--- src/rtl/rc_pkg.sv ---
package rc_pkg;

    localparam int COL_W  = 6;
    localparam int LEN_W  = 2;
    localparam int SLOT_W = COL_W + LEN_W;

    localparam int DEF_BANKS = 18;
    localparam int DEF_DEPTH = 6;
    localparam int DEF_CAP   = 9;
    localparam int DEF_ROW_W = 10;

    typedef struct packed {
        logic [COL_W-1:0] col;
        logic [LEN_W-1:0] len;
    } slot_t;

    function automatic int max_int(int a, int b);
        return (a > b) ? a : b;
    endfunction

endpackage

--- src/rtl/rc_capture.sv ---
module rc_capture
    import rc_pkg::*;
#(
    parameter int NUM_BANKS  = DEF_BANKS,
    parameter int BANK_DEPTH = DEF_DEPTH,
    parameter int ROW_CAP    = DEF_CAP,
    localparam int CNT_W     = $clog2(BANK_DEPTH + 1),
    localparam int TOT_W     = $clog2(NUM_BANKS * BANK_DEPTH + 1),
    localparam int HCNT_W    = $clog2(ROW_CAP + 1)
) (
    input  logic                                  clk,
    input  logic                                  rst,
    input  logic                                  load,
    input  logic [NUM_BANKS*CNT_W-1:0]            cnt_in,
    input  logic [NUM_BANKS-1:0]                  ovf_in,
    input  logic [NUM_BANKS*BANK_DEPTH*SLOT_W-1:0] slots_in,
    output logic [CNT_W-1:0]                      cnt_q  [NUM_BANKS],
    output slot_t                                 slot_q [NUM_BANKS][BANK_DEPTH],
    output logic [HCNT_W-1:0]                     hdr_cnt_d,
    output logic                                  hdr_ovf_d
);

    logic [CNT_W-1:0] raw_cnt [NUM_BANKS];
    logic [CNT_W-1:0] cl_cnt  [NUM_BANKS];
    slot_t            slot_d  [NUM_BANKS][BANK_DEPTH];
    logic [TOT_W-1:0] total;
    logic             any_clamp;

    // unpack the flat bank inputs
    for (genvar b = 0; b < NUM_BANKS; b++) begin : g_bank
        assign raw_cnt[b] = cnt_in[b*CNT_W +: CNT_W];
        for (genvar j = 0; j < BANK_DEPTH; j++) begin : g_slot
            assign slot_d[b][j] = slot_t'(slots_in[(b*BANK_DEPTH+j)*SLOT_W +: SLOT_W]);
        end
    end

    // clamp counts to the bank depth and total them
    always_comb begin
        total     = '0;
        any_clamp = 1'b0;
        for (int b = 0; b < NUM_BANKS; b++) begin
            if (raw_cnt[b] > CNT_W'(BANK_DEPTH)) begin
                cl_cnt[b] = CNT_W'(BANK_DEPTH);
                any_clamp = 1'b1;
            end else begin
                cl_cnt[b] = raw_cnt[b];
            end
            total = total + TOT_W'(cl_cnt[b]);
        end
    end

    assign hdr_cnt_d = (total > TOT_W'(ROW_CAP)) ? HCNT_W'(ROW_CAP) : total[HCNT_W-1:0];
    assign hdr_ovf_d = (|ovf_in) | any_clamp | (total > TOT_W'(ROW_CAP));

    always_ff @(posedge clk) begin
        if (rst) begin
            for (int b = 0; b < NUM_BANKS; b++) begin
                cnt_q[b] <= '0;
                for (int j = 0; j < BANK_DEPTH; j++) slot_q[b][j] <= '0;
            end
        end else if (load) begin
            for (int b = 0; b < NUM_BANKS; b++) begin
                cnt_q[b] <= cl_cnt[b];
                for (int j = 0; j < BANK_DEPTH; j++) slot_q[b][j] <= slot_d[b][j];
            end
        end
    end

endmodule

--- src/rtl/rc_picker.sv ---
module rc_picker
    import rc_pkg::*;
#(
    parameter int NUM_BANKS  = DEF_BANKS,
    parameter int BANK_DEPTH = DEF_DEPTH,
    localparam int CNT_W     = $clog2(BANK_DEPTH + 1),
    localparam int BANK_W    = $clog2(NUM_BANKS)
) (
    input  logic [CNT_W-1:0]  cnt [NUM_BANKS],
    input  logic [BANK_W-1:0] cur_bank,
    input  logic [CNT_W-1:0]  cur_idx,
    output logic              found,
    output logic [BANK_W-1:0] sel_bank,
    output logic [CNT_W-1:0]  sel_idx
);

    // lowest bank at or above the cursor that still has a state left
    always_comb begin
        found    = 1'b0;
        sel_bank = '0;
        sel_idx  = '0;
        for (int b = NUM_BANKS - 1; b >= 0; b--) begin
            logic [CNT_W-1:0] start;
            start = (BANK_W'(b) == cur_bank) ? cur_idx : '0;
            if (BANK_W'(b) >= cur_bank && start < cnt[b]) begin
                found    = 1'b1;
                sel_bank = BANK_W'(b);
                sel_idx  = start;
            end
        end
    end

endmodule

--- src/rtl/row_collector.sv ---
module row_collector
    import rc_pkg::*;
#(
    parameter int NUM_BANKS  = DEF_BANKS,
    parameter int BANK_DEPTH = DEF_DEPTH,
    parameter int ROW_CAP    = DEF_CAP,
    parameter int ROW_W      = DEF_ROW_W,
    localparam int CNT_W     = $clog2(BANK_DEPTH + 1),
    localparam int BANK_W    = $clog2(NUM_BANKS),
    localparam int HCNT_W    = $clog2(ROW_CAP + 1),
    localparam int ENT_W     = BANK_W + SLOT_W,
    localparam int OUT_W     = max_int(ROW_W + HCNT_W + 1, ENT_W)
) (
    input  logic                                   clk,
    input  logic                                   rst,
    input  logic                                   row_valid,
    input  logic [ROW_W-1:0]                       row_num,
    input  logic [NUM_BANKS*CNT_W-1:0]             bank_cnt,
    input  logic [NUM_BANKS-1:0]                   bank_ovf,
    input  logic [NUM_BANKS*BANK_DEPTH*SLOT_W-1:0] bank_slots,
    output logic                                   out_valid,
    output logic                                   out_is_header,
    output logic [OUT_W-1:0]                       out_word
);

    logic [CNT_W-1:0]  cnt_q  [NUM_BANKS];
    slot_t             slot_q [NUM_BANKS][BANK_DEPTH];
    logic [HCNT_W-1:0] hdr_cnt_d;
    logic              hdr_ovf_d;
    logic [HCNT_W-1:0] left;
    logic [BANK_W-1:0] cur_bank;
    logic [CNT_W-1:0]  cur_idx;
    logic              pick_found;
    logic [BANK_W-1:0] sel_bank;
    logic [CNT_W-1:0]  sel_idx;
    logic              load;

    assign load = row_valid && (left == '0);

    rc_capture #(
        .NUM_BANKS (NUM_BANKS),
        .BANK_DEPTH(BANK_DEPTH),
        .ROW_CAP   (ROW_CAP)
    ) i_capture (
        .clk      (clk),
        .rst      (rst),
        .load     (load),
        .cnt_in   (bank_cnt),
        .ovf_in   (bank_ovf),
        .slots_in (bank_slots),
        .cnt_q    (cnt_q),
        .slot_q   (slot_q),
        .hdr_cnt_d(hdr_cnt_d),
        .hdr_ovf_d(hdr_ovf_d)
    );

    rc_picker #(
        .NUM_BANKS (NUM_BANKS),
        .BANK_DEPTH(BANK_DEPTH)
    ) i_picker (
        .cnt     (cnt_q),
        .cur_bank(cur_bank),
        .cur_idx (cur_idx),
        .found   (pick_found),
        .sel_bank(sel_bank),
        .sel_idx (sel_idx)
    );

    always_ff @(posedge clk) begin
        if (rst) begin
            left          <= '0;
            cur_bank      <= '0;
            cur_idx       <= '0;
            out_valid     <= 1'b0;
            out_is_header <= 1'b0;
            out_word      <= '0;
        end else if (load) begin
            left          <= hdr_cnt_d;
            cur_bank      <= '0;
            cur_idx       <= '0;
            out_valid     <= 1'b1;
            out_is_header <= 1'b1;
            out_word      <= OUT_W'({row_num, hdr_cnt_d, hdr_ovf_d});
        end else if (left != '0) begin
            left          <= left - 1'b1;
            cur_bank      <= sel_bank;
            cur_idx       <= sel_idx + 1'b1;
            out_valid     <= 1'b1;
            out_is_header <= 1'b0;
            out_word      <= OUT_W'({sel_bank, slot_q[sel_bank][sel_idx]});
        end else begin
            out_valid     <= 1'b0;
            out_is_header <= 1'b0;
            out_word      <= '0;
        end
    end

    // ---------------- assertions ----------------
    a_r1_idle_after_reset: assert property (@(posedge clk)
        $fell(rst) |-> !out_valid);

    a_r2_header_follows: assert property (@(posedge clk) disable iff (rst)
        (row_valid && left == '0) |=> (out_valid && out_is_header));

    a_r3_entry_available: assert property (@(posedge clk) disable iff (rst)
        (left != '0) |-> pick_found);

    a_r6_pending_capped: assert property (@(posedge clk) disable iff (rst)
        left <= HCNT_W'(ROW_CAP));

    a_r4_bank_ascending: assert property (@(posedge clk) disable iff (rst)
        (out_valid && !out_is_header && $past(out_valid && !out_is_header))
        |-> (out_word[ENT_W-1:SLOT_W] >= $past(out_word[ENT_W-1:SLOT_W])));

    a_r9_busy_ignored: assert property (@(posedge clk) disable iff (rst)
        (row_valid && left != '0) |=> (out_valid && !out_is_header));

    a_r10_idle_low: assert property (@(posedge clk) disable iff (rst)
        (!row_valid && left == '0) |=> !out_valid);

endmodule

--- config.mk ---
export PLATFORM = sky130hd
export DESIGN_NAME = row_collector
export DESIGN_NICKNAME = d
export VERILOG_FILES = /design/src/rtl/rc_pkg.sv /design/src/rtl/rc_capture.sv /design/src/rtl/rc_picker.sv /design/src/rtl/row_collector.sv
export SDC_FILE = /design/constraint.sdc
export NUM_CORES = 2
export LEC_CHECK = 0
export BUFFER_PORTS_ARGS = -buffer_cell sky130_fd_sc_hd__clkbuf_2
export CAP_MARGIN = 20
export CORE_ASPECT_RATIO = 0.9
export CORE_MARGIN = 8
export CORE_UTILIZATION = 25
export DETAILED_ROUTE_END_ITERATION = 6
export MAX_ROUTING_LAYER = met4
export PLACE_DENSITY = 0.54
export SYNTH_ARGS = -nofsm -noshare
export SYNTH_HDL_FRONTEND = slang
export SYNTH_SLANG_ARGS = --single-unit
--- constraint.sdc ---
create_clock -name clk -period 7.6 [get_ports clk]
set_input_delay 0.38 -clock clk [delete_from_list [all_inputs] [get_ports clk]]
set_output_delay 0.38 -clock clk [all_outputs]
set_load 0.02 [all_outputs]
==> results.cfg <==
[routing]
first_iter_violations = 4586
wl_per_cell_um = 29.5
vias_per_cell = 5.36
wirelength_um = 239000
drc = 0
vias = 43400
detail-route-antenna-nets = 0
drtPass1Iterations = 6

[cts]
root_buffer = clkbuf_16
cts_tree = built
cts_max_path_buffers = 3
clk_pin_slew_ns = 0.06
clk_latency_ns = 0.76
cts_made_buffers = 106
clkSinkCount = 947
h-tree-depth = 3

[layout]
area_growth_pct = 49.6
final_area_mm2 = 0.0604
filler_cell_count = 15800
nets = 6863
drive_above_1_share_pct = 23.1

[critical_path]
start_kind = input port
crit_buf_inv = 6
required_ns = 8.20
crit_slowest_cell = dlygate4sd3_1
crit_cells = 27
rr_worst_depth = 16
critPathMostFrequentCell = fa_1
cp_max_fo = 6
cp.arrival_ns = 7.77
endpoint_kind = flip-flop
critPathKind = input port to flip-flop
max_stage_delay_ns = 0.54
path_delay_family = adder cells

[placement]
place_area_mm2 = 0.0476
pre_cts_slack_ns = 0.0192
dp_hpwl_um = 173000
gp_congestion = 0.897
io_buffers = 965

[sta]
fin_tns_setup_ns = 0
hold_ws_ns = 0.0823
fmax_mhz = 139
fin_crit_sh_pct = 94.3
finalSetupViolCount = 0
hold_violations = 0
max_slew_margin_pct = 0.110
finalClockSkew_ns = 0.0575
final.min_clock_period_ns = 7.17
worstMarginPinSlew_ns = 1.50
rsz0062_at_grt = false
slew_violations = 0
layout_setup_ws_ns = 0.430

[logic_synthesis]
yosys_warnings = 0
yosysTopAreaCellShare_pct = 46.9
synth_cell_types = 93
postSynthCellCount = 4100
synth_common_cells = dfxtp_1, a22o_1, nand2_1
ys_ff_latch = 947
yosysSeqAreaShare_pct = 46.9
synth-edff-count = 0
syn_area_mm2 = 0.0404
ys.flop_type = dfxtp_1
syn-num-nets = 5147
syn_avg_cell_area_um2 = 9.85
synth_largest_area_cell = dfxtp_1
yosys-top-cells-area = dfxtp_1, a22o_1, nand2_1
yosysMostFrequentCell = dfxtp_1
synthArstFlopShare_pct = 0

[die]
start_util_pct = 25.1
pin_count = 966
core_mm2 = 0.161
die_area_mm2 = 0.175
die_h_um = 397
die_width_um = 440
row_count = 140

[grt]
track_usage_pct = 26.6
overflow = 0
grt_pass1_vias = 43600
grt_max_degree = 230
grt_pass1_wl_um = 329000
antenna_found_initial = 68

[worst_hold_path]
hold_class = input port to flip-flop
min_path_cells = 4

[job]
drv_cap = 0

[outcome]
status = finished clean
-- per-layer routing --
| layer | part of all wire (%) | wire (µm) | track usage, % | vias up |
|---|---|---|---|---|
| li1 | - | - | - | 19200 |
| met1 | 43 | 102000 | 34.2 | 21400 |
| met2 | 46 | 111000 | 42.1 | 2211 |
| met3 | 6.2 | 14800 | 4.15 | 593 |
| met4 | 4.7 | 11300 | 10.4 | 0 |
| met5 | 0 | 0 | - | - |
-- final timing paths --
kind / endpoint / slack (ns) / startpoint
setup / recovery: out_word[1] / 0.43 / bank_cnt[5]
hold / removal: i_capture.cnt_q[51] / 0.08 / bank_cnt[1]
setup reg to reg: out_word[0] / 0.92 / cur_bank[4]
hold reg to reg: i_capture.cnt_q[6] / 0.47 / i_capture.cnt_q[6]
-- kinds of logic (layout without fill, tap and decap cells) --
kind of cell    Yosys count  count (layout)  synth area share (%)
compound gates         1612            1612                  32.1
flops                   947             947                  46.9
simple gates            835             835                  9.51
buf+inv                 534            2332                  5.63
fa+ha+maj                98              98                  3.87
mux                      63              63                  1.68
xor+xnor                 11              11                 0.238
other cells               0              68                     0
-- layout make-up --
class                   count  area (µm²)  share of cell area (%)
clock inverters            37         433                   0.716
flip-flops and latches    947       19000                    31.4
diodes                     68         170                   0.282
multi-input cells        2619       19300                    32.0
well taps                2130        2670                    4.41
repair buffers           2016       15300                    25.3
clock buffers             153        3080                    5.10
inverters                 126         480                   0.795
-- worst reg2reg max path, stage by stage (launching register included) --
cell      delay [ns]
dfxtp_1         0.52
nor2b_1         0.54
nand2_1         0.39
nor3_1          0.29
ha_1            0.27
and4b_1         0.19
a311o_1         0.34
a21boi_0        0.55
a2111o_1        0.43
and2_4          0.50
nand3_4         0.37
buf_12          0.30
o22ai_1         0.59
o21ai_0         0.26
nor4_1          0.60
o311ai_0        0.23
and3_1          0.21
-- flip-flops by register name, summed over array words and instances, names as in the netlist --
name	cells
cur_idx	3
cur_bank	5
i_capture.cnt_q	54
left	4
out_is_header	1
out_valid	1
i_capture.slot_q	864
out_word	15
-- cells in the final DEF (no fill, tap or decap), types with 24 or more instances in the layout --
cell and n:
inv_1 125, o22ai_1 66, clkbuf_2 965, dlygate4sd3_1 915
o21ai_0 113, nand2_1 388, a21oi_1 71, buf_4 112
ha_1 53, nand3_1 88, nor3_1 45, o211ai_1 59
diode_2 68, o221ai_1 91, fa_1 45, and3_1 24
or3_1 33, dfxtp_1 947, mux2i_1 26, a22o_1 864
clkbuf_16 107, a31oi_1 92, nor2_1 129, mux2_2 37
-- metrics by stage --
step	cells	utilization, %
2_1_floorplan	4100	-
3_3_place_gp	6922	29.5
3_5_place_dp	6923	29.5
4_1_cts	8028	37.4
5_1_grt	8089	37.5
6_report	8096	37.5
-- timing repair --
action / in CTS / in global routing
buffers inserted: 0 / 0
resized for setup: 0 / 3
hold endpoints to repair: 915 / 0
hold buffers: 915 / 0
setup endpoints to repair: 0 / 2
Power is left out: the tool's default activity adds up to more than one toggle a clock period on the data nets, which glitch-free logic cannot reach.
